===== src/rtl/spi_clkdiv_pkg.sv =====
// Package: shared widths, field positions and the divider-scheme type for
// the SPI bit-clock divider. Assumes the exponent field sits directly above
// the linear field and the scheme select bit sits directly above both.
package spi_clkdiv_pkg;

    // Default field widths of the clock-rate word.
    localparam int DEF_EXP_W = 4;
    localparam int DEF_LIN_W = 8;

    // Divider scheme chosen by the select bit.
    typedef enum logic {
        DIV_POW2   = 1'b0,
        DIV_LINEAR = 1'b1
    } div_scheme_e;

    // Width needed to hold (half period - 1) for either scheme.
    // Exponential: the largest half period is 2^(2^EXP_W - 2), so its
    // value minus one needs 2^EXP_W - 2 bits. Linear: the count itself.
    function automatic int half_width(input int exp_w, input int lin_w);
        int pow_w;
        pow_w = (1 << exp_w) - 2;
        if (pow_w < 1) pow_w = 1;
        return (pow_w > lin_w) ? pow_w : lin_w;
    endfunction

endpackage


===== src/rtl/spi_rate_decode.sv =====
// Module: spi_rate_decode
// Turns the clock-rate word into the number of module clocks per half
// period, minus one. Purely combinational. Assumes HALF_W comes from
// spi_clkdiv_pkg::half_width so that every legal setting fits.
module spi_rate_decode
    import spi_clkdiv_pkg::*;
#(
    parameter int EXP_W  = DEF_EXP_W,
    parameter int LIN_W  = DEF_LIN_W,
    parameter int HALF_W = half_width(DEF_EXP_W, DEF_LIN_W),
    localparam int CFG_W = EXP_W + LIN_W + 1
) (
    input  logic [CFG_W-1:0]  cfg,
    output logic [HALF_W-1:0] half_m1
);

    localparam int SEL_POS = EXP_W + LIN_W;

    div_scheme_e          scheme;
    logic [EXP_W-1:0]     exp_f;
    logic [LIN_W-1:0]     lin_f;
    logic [HALF_W:0]      pow_one_hot;
    logic [HALF_W-1:0]    pow_half_m1;
    logic [HALF_W-1:0]    lin_half_m1;

    // Split the word into its select bit and the two fields.
    always_comb begin
        scheme = div_scheme_e'(cfg[SEL_POS]);
        exp_f  = cfg[SEL_POS-1 -: EXP_W];
        lin_f  = cfg[LIN_W-1:0];
    end

    // Exponential half period minus one: 2^(E-1) - 1, and E = 0 folds to 0
    // so that the smallest division stays at two.
    always_comb begin
        pow_one_hot = '0;
        for (int k = 1; k < (1 << EXP_W); k++) begin
            if (int'(exp_f) == k) pow_one_hot[k-1] = 1'b1;
        end
        if (exp_f == '0) pow_one_hot[0] = 1'b1;
        pow_half_m1 = HALF_W'(pow_one_hot - 1'b1);
    end

    // Linear half period minus one is the field itself.
    always_comb begin
        lin_half_m1 = HALF_W'(lin_f);
    end

    // Scheme select.
    always_comb begin
        half_m1 = (scheme == DIV_LINEAR) ? lin_half_m1 : pow_half_m1;
    end

endmodule


===== src/rtl/spi_half_counter.sv =====
// Module: spi_half_counter
// Counts module clocks inside one half period of the serial clock and
// flags the last cycle of it. Held at zero while idle. Assumes half_m1 is
// stable during a half period (the top only reloads it at a period end).
module spi_half_counter #(
    parameter int HALF_W = 14
) (
    input  logic              clk,
    input  logic              rst_n,
    input  logic              run,
    input  logic [HALF_W-1:0] half_m1,
    output logic              last_cycle
);

    logic [HALF_W-1:0] cnt_q;

    // Terminal count: the current cycle closes a half period.
    always_comb begin
        last_cycle = (cnt_q == half_m1);
    end

    // Half-period counter: clear while idle or on wrap, otherwise advance.
    always_ff @(posedge clk) begin
        if (!rst_n) begin
            cnt_q <= '0;
        end else if (!run || last_cycle) begin
            cnt_q <= '0;
        end else begin
            cnt_q <= cnt_q + 1'b1;
        end
    end

endmodule


===== src/rtl/spi_sclk_phase.sv =====
// Module: spi_sclk_phase
// Holds the serial clock level, flips it at each half-period end and
// derives the edge strobes and the full-period boundary. Assumes cpol is
// stable while run is high.
module spi_sclk_phase (
    input  logic clk,
    input  logic rst_n,
    input  logic run,
    input  logic cpol,
    input  logic last_cycle,
    output logic sclk,
    output logic toggle,
    output logic rise,
    output logic fall,
    output logic period_end
);

    logic sclk_q;

    // Strobes: a level change is due only while a transfer runs.
    always_comb begin
        toggle     = run && last_cycle;
        rise       = toggle && !sclk_q;
        fall       = toggle && sclk_q;
        period_end = toggle && (sclk_q != cpol);
        sclk       = sclk_q;
    end

    // Serial clock level: rest at cpol when idle, flip on each strobe.
    always_ff @(posedge clk) begin
        if (!rst_n) begin
            sclk_q <= cpol;
        end else if (!run) begin
            sclk_q <= cpol;
        end else if (toggle) begin
            sclk_q <= ~sclk_q;
        end
    end

endmodule


===== src/rtl/spi_clk_divider.sv =====
// Module: spi_clk_divider (top)
// SPI bit-clock divider with exponential and linear schemes. The decoded
// half period is latched and only replaced while idle or at the edge where
// the serial clock returns to its rest level, so no period is shortened.
// Assumes rate_cfg comes from a register in the module clock domain.
module spi_clk_divider
    import spi_clkdiv_pkg::*;
#(
    parameter int EXP_W = DEF_EXP_W,
    parameter int LIN_W = DEF_LIN_W,
    localparam int CFG_W  = EXP_W + LIN_W + 1,
    localparam int HALF_W = half_width(EXP_W, LIN_W)
) (
    input  logic             clk,
    input  logic             rst_n,
    input  logic             run,
    input  logic             cpol,
    input  logic [CFG_W-1:0] rate_cfg,
    output logic             sclk,
    output logic             sclk_toggle,
    output logic             sclk_rise,
    output logic             sclk_fall
);

    logic [HALF_W-1:0] dec_half_m1;
    logic [HALF_W-1:0] half_q;
    logic              last_cycle;
    logic              period_end;

    spi_rate_decode #(
        .EXP_W  (EXP_W),
        .LIN_W  (LIN_W),
        .HALF_W (HALF_W)
    ) i_decode (
        .cfg     (rate_cfg),
        .half_m1 (dec_half_m1)
    );

    // Active half period: reload while idle or at a full-period boundary.
    always_ff @(posedge clk) begin
        if (!rst_n) begin
            half_q <= '0;
        end else if (!run || period_end) begin
            half_q <= dec_half_m1;
        end
    end

    spi_half_counter #(
        .HALF_W (HALF_W)
    ) i_counter (
        .clk        (clk),
        .rst_n      (rst_n),
        .run        (run),
        .half_m1    (half_q),
        .last_cycle (last_cycle)
    );

    spi_sclk_phase i_phase (
        .clk        (clk),
        .rst_n      (rst_n),
        .run        (run),
        .cpol       (cpol),
        .last_cycle (last_cycle),
        .sclk       (sclk),
        .toggle     (sclk_toggle),
        .rise       (sclk_rise),
        .fall       (sclk_fall),
        .period_end (period_end)
    );

endmodule


===== config.mk =====
export PLATFORM = sky130hd
export DESIGN_NAME = spi_clk_divider
export DESIGN_NICKNAME = d
export VERILOG_FILES = /design/src/rtl/spi_clkdiv_pkg.sv /design/src/rtl/spi_rate_decode.sv /design/src/rtl/spi_half_counter.sv /design/src/rtl/spi_sclk_phase.sv /design/src/rtl/spi_clk_divider.sv
export SDC_FILE = /design/constraint.sdc
export NUM_CORES = 1
export LEC_CHECK = 0
export CAP_MARGIN = 20
export CORE_UTILIZATION = 30
export CTS_CLUSTER_DIAMETER = 120
export DETAILED_ROUTE_END_ITERATION = 16
export PLACE_DENSITY = 0.58
export SLEW_MARGIN = 15
export SYNTH_ARGS = -nofsm -noshare
export SYNTH_HDL_FRONTEND = slang
export SYNTH_SLANG_ARGS = --single-unit

===== constraint.sdc =====
create_clock -name clk -period 3.4 [get_ports clk]
set_clock_uncertainty 0.05 [all_clocks]
set_input_delay 1.02 -clock clk [delete_from_list [all_inputs] [get_ports clk]]
set_output_delay 1.02 -clock clk [all_outputs]
set_load 0.02 [all_outputs]

After elaboration in Yosys (flattened, before gate mapping)
Cells that the tools add are included.

$add $sub $neg: 2. Equal/unequal tests: 17. Muxes and demuxes: 19. Bitwise operators: 2. Reduce and logical (&&, ||, !) cells: 10.

Operator list (number): 4-bit equality test, second input constant (8); 1-bit two-way mux (18); 4-bit by 3-bit equality test with 1-bit output, second input constant (4); 14-bit by 1-bit adder with 14-bit output, second input constant (1); 14-bit equality test (1); 14-bit two-way mux (1); 14-bit by 1-bit subtractor with 14-bit output, second input constant (1); 4-bit by 2-bit equality test with 1-bit output, second input constant (2); 1-bit logical AND (4); 4-bit logical NOT (1); 3-bit by 2-bit != test with 1-bit output, second input constant (1); 1-bit logical NOT (2); 1-bit logical OR (2); 1-bit NOT (2); 2-bit OR reduction (1); 1-bit != test (1).

Flip-flop bits (word level): 29. Bits of input ports: 17. Output and inout bits: 4. Logic and storage cells: 53.

Logic depth before layout (Yosys ltp)
Gate-level depths: netlist of run 1.

Depth after elaboration: 5. Depth in mapped cells: 9. Gate-level depth less buffers: 8.

Cells and area by module
A second synthesis of run 1 with hierarchy kept.

Cells, all modules: 216. Area total of the unflattened synthesis: 1804.2 µm².

By module, submodules not included: spi_half_counter (times used 1, cells an instance 86, area each 785.8 µm², seq. area each 280.3 µm²); spi_clk_divider (times used 1, cells an instance 62, area each 590.6 µm², seq. area each 280.3 µm²); spi_rate_decode (times used 1, cells an instance 57, area each 342.8 µm², seq. area each 0.0 µm²); spi_sclk_phase (times used 1, cells an instance 11, area each 85.1 µm², seq. area each 30.0 µm²).

Least setup slack after synthesis of run 1
OpenSTA, ideal clock, no wires.

Kind: register -> output. Start point: register i_counter.cnt_q[5]. End point: output sclk_rise. Arrival: 1.376 ns. Required time: 2.330 ns. Slack: 0.954 ns. Cell stages (with the launch flop): 7. Buffers on the path: 1. Cells stage by stage: dfxtp_1 -> buf_6 -> xnor2_2 -> nand4_1 -> nor4_2 -> nand2_1 -> nor2_1.

Cells in the longest elaborated chain, start to end: 3.

Ends and longest elaborated chain: from (decl) (RTL line spi_half_counter.sv:15) `logic [HALF_W-1:0] cnt_q;`; from (signal assigned) (RTL line spi_half_counter.sv:29) `cnt_q <= cnt_q + 1'b1;`; 14-bit equality test (RTL line spi_half_counter.sv:19) `last_cycle = (cnt_q == half_m1);`; 1-bit logical AND (RTL line spi_sclk_phase.sv:22) `toggle = run && last_cycle;`; 1-bit logical AND (RTL line spi_sclk_phase.sv:23) `rise = toggle && !sclk_q;`; to (decl) (RTL line spi_clk_divider.sv:21) `output logic sclk_rise,`.

No other way between the ends.

Worst setup path after layout of run 1
Start point: input run. End point: output sclk_toggle.

Cells in the longest elaborated chain, start to end: 1.

Ends and longest elaborated chain: from (decl) (RTL line spi_clk_divider.sv:16) `input logic run,`; 1-bit logical AND (RTL line spi_sclk_phase.sv:22); to (decl) (RTL line spi_clk_divider.sv:20) `output logic sclk_toggle,`.

No other way between the ends.

==> impl.org, run 1 <==
** Run status
- The run finished with clean final reports.

** GRT
- The number of antenna violations at the first check in global routing was 0.
- The number of global-route vias before repair is 1262.
- For this run, the total global-route usage over all layers was measured as 13.17%.
- Global-route wire length before repair :: 5982 um
- Overflow left after global routing :: 0
- Entering global routing, the biggest net connects 26 pins.

** Routing
- Routed Antenna Nets :: 0
- # DRC :: 0
- The first TritonRoute pass finished after 4 iterations.
- The first routing iteration left 82 violations.
- Avg Vias per Cell :: 4.573
- Routed wire per std cell :: 11.87 um
- For this block, the via count after detailed routing is 1349.
- Detailed Route WL :: 3502 um

** Hold path
- Hold Crit Class :: reg -> reg

** Synth
- In this run, distinct cell masters in the synthesized netlist total 39.
- After synthesis the cells add up to 1660 um^2.
- Summing the sequential cell areas from Yosys gives 35.57% of the chip area.
- Yosys mapped a number of flops with a built-in enable equal to 1.
- Synthesized flop and latch total :: 29
- For this run, the number of Yosys warnings is 0.
- Async set-or-reset flop fraction in the synthesized netlist :: 0%
- In this run the mean area of a mapped cell was 8.302 um^2.
- The number of nets handed over by synthesis was 219.
- The cell count after synthesis came out at 200.
- Prevailing post-synth register cell :: dfxtp_1

** Power and ir drop
- Worst IR drop on VDD :: 0.1394 mV
- Leakage dissipation :: 0.0007888 uW
- Dividing total power by cell area gives a power density of 384.6 nW/um^2.

** STA
- The final max-slew violation count is 0.
- Setup repair after global routing missed its margin :: false
- Worst slew slack as a fraction of its limit :: 58.70%
- For the pin with the worst max-slew slack, the measured transition is 617.7 ps.
- Setup-violating endpoint count in the final report :: 0
- Hold Vio Cnt, Final :: 0
- For this run, the top clock speed supported by timing is 302.5 MHz.
- Setup_tns :: 0 ps
- Final Worst Setup Slack :: 93.97 ps
- Of the available clock period, the critical path in the final layout requires 97.24%.
- The routed design could run at a clock period as short as 3306 ps.

** Clock network
- Number of buffers on the longest clock path :: 2
- Hold repair after CTS inserted 0 buffers.
- TritonCTS clock tree :: done
- In this run, CTS created clock tree buffers numbering 5.
- Clock slew seen by the registers of the worst setup and hold paths :: 60 ps
- H-tree depth :: 2
- The clock net in this run drives a total of 29 sinks.
- Skew-Pair Late Insertion Delay :: 280 ps
- The cell sitting at the root of the clock tree is a clkbuf_8.

** Placed design
- Summed over all nets, the half-perimeter wirelength after detailed placement is 2495 um.
- Worst-case setup slack after placement :: 41.70 ps
- At the end of routability-driven placement, the weighted congestion stood at 0.8457.
- In this run the cell area measured after placement is 1936 um^2.
- The count of buffers added on input and output ports is 20.

** Worst setup path
- Largest stage delay on the critical path :: 590 ps
- The worst setup path is captured at a primary output.
- Buf/Inv on CP :: 3
- Peak fanout along the critical path :: 3
- STA classifies the critical path startpoint as an input pin.
- By startpoint and endpoint, the worst setup path is classified as in -> out.
- Top cell family by delay on the critical path :: buffers and inverters
- Slowest CP cell :: clkdlybuf4s50_1
- The signal on the critical path passes through clkdlybuf4s50_1 -> nand2_1 -> inv_1 -> clkdlybuf4s50_1.
- By instance count, the cell type seen most on the critical path is clkdlybuf4s50_1.
- Worst endpoint data arrival time :: 2240 ps
- Worst EP required :: 2330 ps

** Finish
- Summing all non-filler instances in the final layout gives an area of 2032 um^2.
- 0 antenna diodes ended up in the layout.
- For this run, the post-layout net count is 243.
- Fraction of final layout cells with drive strength greater than 1 :: 8.889%
- Synthesis-to-finish area growth :: 22.38%

** Die
- Once the floorplan was initialized, standard cells occupied 31.90% of the core.
- Floorplan die width :: 76.40 um
- The core region is 5205 um^2.
- From bottom edge to top edge, the die measures 76.40 um.
- The die covers 5836 um^2.
- In this run the core area contains 26 standard-cell rows.
- For this design the top-level I/O count stands at 21.

** Flow run
- Across the run, the number of max-cap violations was 0.
-- per-stage QoR --
stage | total power [uW] | utilization [%] | instances | hold slack, ps
3_5_place_dp | 514.5 | 37.19 | 287 | 414.7
3_3_place_gp | 513.2 | 37.19 | 287 | 409.8
4_1_cts | 784.8 | 38.77 | 295 | 428.4
5_1_grt | 820.9 | 39.04 | 295 | 437.6
2_1_floorplan | 469.8 | - | 200 | 386.9
6_report | 781.6 | 39.04 | 295 | 424.1
-- power by group --
part           leakage, uW  total [uW]  switching, uW  internal, uW
clock network    0.0000450         270            129           141
logic             0.000506         142           71.3          70.2
registers         0.000238         370           12.9           357
total             0.000789         782            213           569
-- area by class of cell --
type	instances	area, um^2
multi-input combinational	153	975.9
inverter	6	22.52
timing repair buffer	29	272.8
fill	561	3173
tap	70	87.58
sequential	29	590.6
clock inverter	2	10.01
clock buffer	6	72.57
-- cells in the final DEF (no fill, tap or decap), types with 2 or more instances in the layout --
cell type | synthesis | layout
a211oi_1 | 2 | 2
a21oi_1 | 5 | 5
and2_1 | 4 | 4
and3_1 | 2 | 2
buf_4 | 1 | 9
clkbuf_8 | 0 | 5
clkdlybuf4s50_1 | 0 | 18
clkinv_2 | 0 | 2
dfxtp_1 | 28 | 28
dlymetal6s2s_1 | 0 | 2
ha_1 | 2 | 2
inv_1 | 6 | 6
mux2i_1 | 13 | 13
nand2_1 | 31 | 31
nand3_1 | 8 | 8
nand4_1 | 7 | 7
nor2_1 | 20 | 20
nor2b_1 | 2 | 2
nor3_1 | 3 | 3
o211ai_1 | 2 | 2
o21ai_0 | 10 | 10
xnor2_1 | 19 | 19
xor2_1 | 7 | 7
-- synth_stat cells, types with 4 or more instances --
master	instances	area [um^2]
a21oi_1	5	25.02
and2_1	4	25.02
clkbuf_1	8	30.03
dfxtp_1	28	560.5
inv_1	6	22.52
mux2i_1	13	130.1
nand2_1	31	116.4
nand3_1	8	40.04
nand4_1	7	43.79
nor2_1	20	75.07
o21ai_0	10	50.05
xnor2_1	19	166.4
xor2_1	7	61.31
-- flip-flops by register name, summed over array words and instances (netlist names) --
name and flops:
half_q 14, i_counter.cnt_q 14, i_phase.sclk 1
-- worst reg2reg max path, stage by stage, from the launching register on --
cell      delay (ps)
dfxtp_1          430
xnor2_1          160
nand4_1          170
nor4_4           380
nand3b_1         530
-- routing by layer --
layer | track usage [%] | wire length [um] | share of wire [%]
met5 | 0 | 0 | 0
met4 | 7.115 | 101 | 2.9
met3 | 4.072 | 140 | 4.0
met2 | 19.73 | 1482 | 42
met1 | 16.79 | 1777 | 51
-- worst paths after layout --
path	cells past startpoint	end	start	slack, ps
worst max-delay path	4	sclk_toggle	run	90
worst min-delay path	2	half_q[8]	half_q[8]	420
worst max register to register	4	i_phase.sclk	i_counter.cnt_q[3]	1320
worst min register to register	2	half_q[8]	half_q[8]	420
-- logic make-up after synthesis --
logic type | Yosys count | synth area share [%]
AOI/OAI and AO/OA | 27 | 10.02
xor gates and xnor gates | 27 | 14.70
adders and majority gates | 2 | 1.507
buffers and inverters | 18 | 6.179
DFF | 29 | 35.57
muxes | 14 | 8.515
and+or+nand+nor | 83 | 23.51
-- repair_timing --
action | CTS | global route
buffers inserted | 0 | 0
resized for setup | 0 | 3
hold endpoints to repair | 0 | 0
setup endpoints to repair | 0 | 2
(Power assumes the default switching activity.)
==> run 2, diff against run 1 <==
- CTS_BUF_LIST: not set -> sky130_fd_sc_hd__clkbuf_8
- clock period: 3.4 -> 3.87 ns (I/O delays scaled with it)
==> impl.org, run 2 (synthesis gave the netlist of run 1 again) <==
** Worst setup path
- STA classifies the critical path endpoint as a primary output.
- STA classifies the critical path startpoint as an input pin.
- Peak fanout along the critical path :: 6
- STA puts the critical path data required time at 2660 ps.
- The critical path is of the in -> out type.
- Worst endpoint data arrival time :: 2530 ps

** Power and ir drop
- Areal power density over the cells :: 340.5 nW/um^2
- The analysis attributes to cell leakage a power of 0.0007253 uW.
- Summing internal, switching and leakage power gives 671.8 uW.
- Worst IR drop on VDD :: 0.1008 mV

** Die
- Floorplan die width :: 76.40 um
- The die is 76.40 um tall.
- The floorplan step defined a die boundary enclosing 5836 um^2.
- I/O pins :: 21
- Row count :: 26
- For this configuration, the core starts out at a cell density of 31.90%.
- Standard cell core area :: 5205 um^2

** Finish
- Relative to the synthesized area, the layout overhead comes to 18.84%.
- FILL cells :: 566
- The number of antenna diodes in the final layout is 0.
- In the final layout, the share of cells above drive strength 1 is 6.393%.
- In the final design database the tool counted 237 nets.
- The multi-input combinational cells in the finished layout cover a total of 967.2 um^2.
- With fillers left out, the area of the finished cells amounts to 1973 um^2.
- In the final layout, flip-flops and latches occupy 590.6 um^2.
- The library cell used most frequently in the layout, excluding fill and tap cells, is nand2_1.
- Highest-count cells in the layout ignoring fill and taps :: 31 x nand2_1, 28 x dfxtp_1, 20 x nor2_1, 20 x clkdlybuf4s50_1, 19 x xnor2_1

** Routing
- The first detailed-routing pass ran for 4 iterations.
- In the routed design, unresolved DRC markers number 0.
- For this block, the routed nets add up to 3257 um of wire.
- Using the TritonRoute via totals, the vias-per-cell ratio works out to 4.682.
- The highest layer touched by signal routing is met4.
- After detailed routing, the met3 layer carries 120 um of wire.
- Routed Antenna Nets :: 0
- Total via count in the routed design :: 1353
- The detailed router put a total of 1620 um of wire on met1.
- Iteration-0 DRC Markers :: 34
- Routed length on met2 :: 1478 um
- In the final routed layout, each cell accounts on average for 11.27 um.

** STA
- The number of hold-slack violations in the final timing report came to 0.
- After layout, the minimum clock period comes to 3736 ps.
- Derived from the worst setup path, the maximum achievable clock frequency is 267.6 MHz.
- Setup_tns :: 0 ps
- Setup repair after global routing missed its margin :: false
- Setup violations remaining at the end of the flow were counted as 0.
- Of the available clock period, the critical path in the final layout requires 96.55%.
- Count of final max-slew check failures :: 0
- Worst slew slack as a fraction of its limit :: 60.74%
- After layout, the worst setup slack is 133.6 ps.
- At the pin with the least slew margin, the transition time is 587.2 ps.

** Run status
- The run finished with clean final reports.

** Clock network
- Number of buffers on the longest clock path :: 2
- The H-tree generated during clock tree synthesis spans 2 levels.
- Once the clock tree was built, the resizer swapped 0 gates to a different size.
- CTS placed an instance of clkbuf_8 at the clock tree root.
- In this run, post-CTS hold repair placed 0 buffers.
- The clock drives 29 sinks.
- TritonCTS built the clock tree.
- Number of buffers created by CTS :: 5
- Post-CTS Repair Setup Buffers :: 0
- Clock-pin slew was measured on the worst setup and hold paths at 60 ps.
- For the worst-skew pair, the clock arrives at the later sink with an insertion delay of 280 ps.

** GRT
- Entering global routing, the biggest net connects 27 pins.
- For this run, the total global-route usage over all layers was measured as 12.28%.
- Overflow left after global routing :: 0
- The number of global-route vias before repair came to 1333.
- The number of antenna violations at the first check in global routing came to 0.
- Global-route wire length before repair :: 5809 um

** Placed design
- Once placement finished, the instance area stood at 1891 um^2.
- Worst-case setup slack after placement :: 141.5 ps
- Post-DP HPWL :: 2419 um
- Placer congestion estimate :: 0.8105
- Count of buffers from port buffering :: 20

** Flow run
- MaxCap Viol Count :: 0

** Hold path
- The tightest min-delay check is of the reg -> reg type.
-- run 2: cell types whose count changed in the layout (fill, tap and decap cells not counted), sizes merged --
cell	change
buf	-6
clkbuf	-1
clkdlybuf4s50	+2
dlymetal6s2s	-2
inv	+1
-- run 2: stage by stage --
stage,utilization [%],hold slack (ps),instances
final,37.91,417.4,289
after global routing,37.91,453.5,289
after CTS,37.91,423.1,289
after detailed placement,36.32,408.7,281
after global placement,36.32,407.4,281
after floorplan,-,386.9,200
-- run 2: path summary, 6_finish.rpt --
path	start	to	slack (ps)	cells past startpoint
max	run	sclk_rise	130	4
min	i_counter.cnt_q[0]	i_counter.cnt_q[0]	420	1
max reg2reg	i_counter.cnt_q[5]	half_q[10]	1610	6
min reg2reg	i_counter.cnt_q[0]	i_counter.cnt_q[0]	420	1
-- run 2: where the power goes --
group	switching, uW	leakage (uW)	internal, uW
clock	110	0.0000491	121
combinational	57.5	0.000438	57.4
sequential	11.2	0.000238	314
total	179	0.000725	493
-- run 2: routing by layer --
metal  vias up  global-route usage (%)
li1        713                       -
met1       609                   15.16
met2        27                   20.36
met3         4                   3.234
met4         0                   4.615
met5         -                       0
-- run 2: layout make-up --
cell class | instances | share of cell area (%)
multi-input combinational | 153 | 49.02
sequential | 29 | 29.93
timing repair buffer | 23 | 11.29
tap | 70 | 4.439
clock buffer | 5 | 3.488
inverter | 6 | 1.141
clock inverter | 3 | 0.6975
-- run 2: worst max-delay path: stages --
cell	delay, ps
clkdlybuf4s50_1	550
nand2_1	100
nor2_1	100
clkdlybuf4s50_1	610
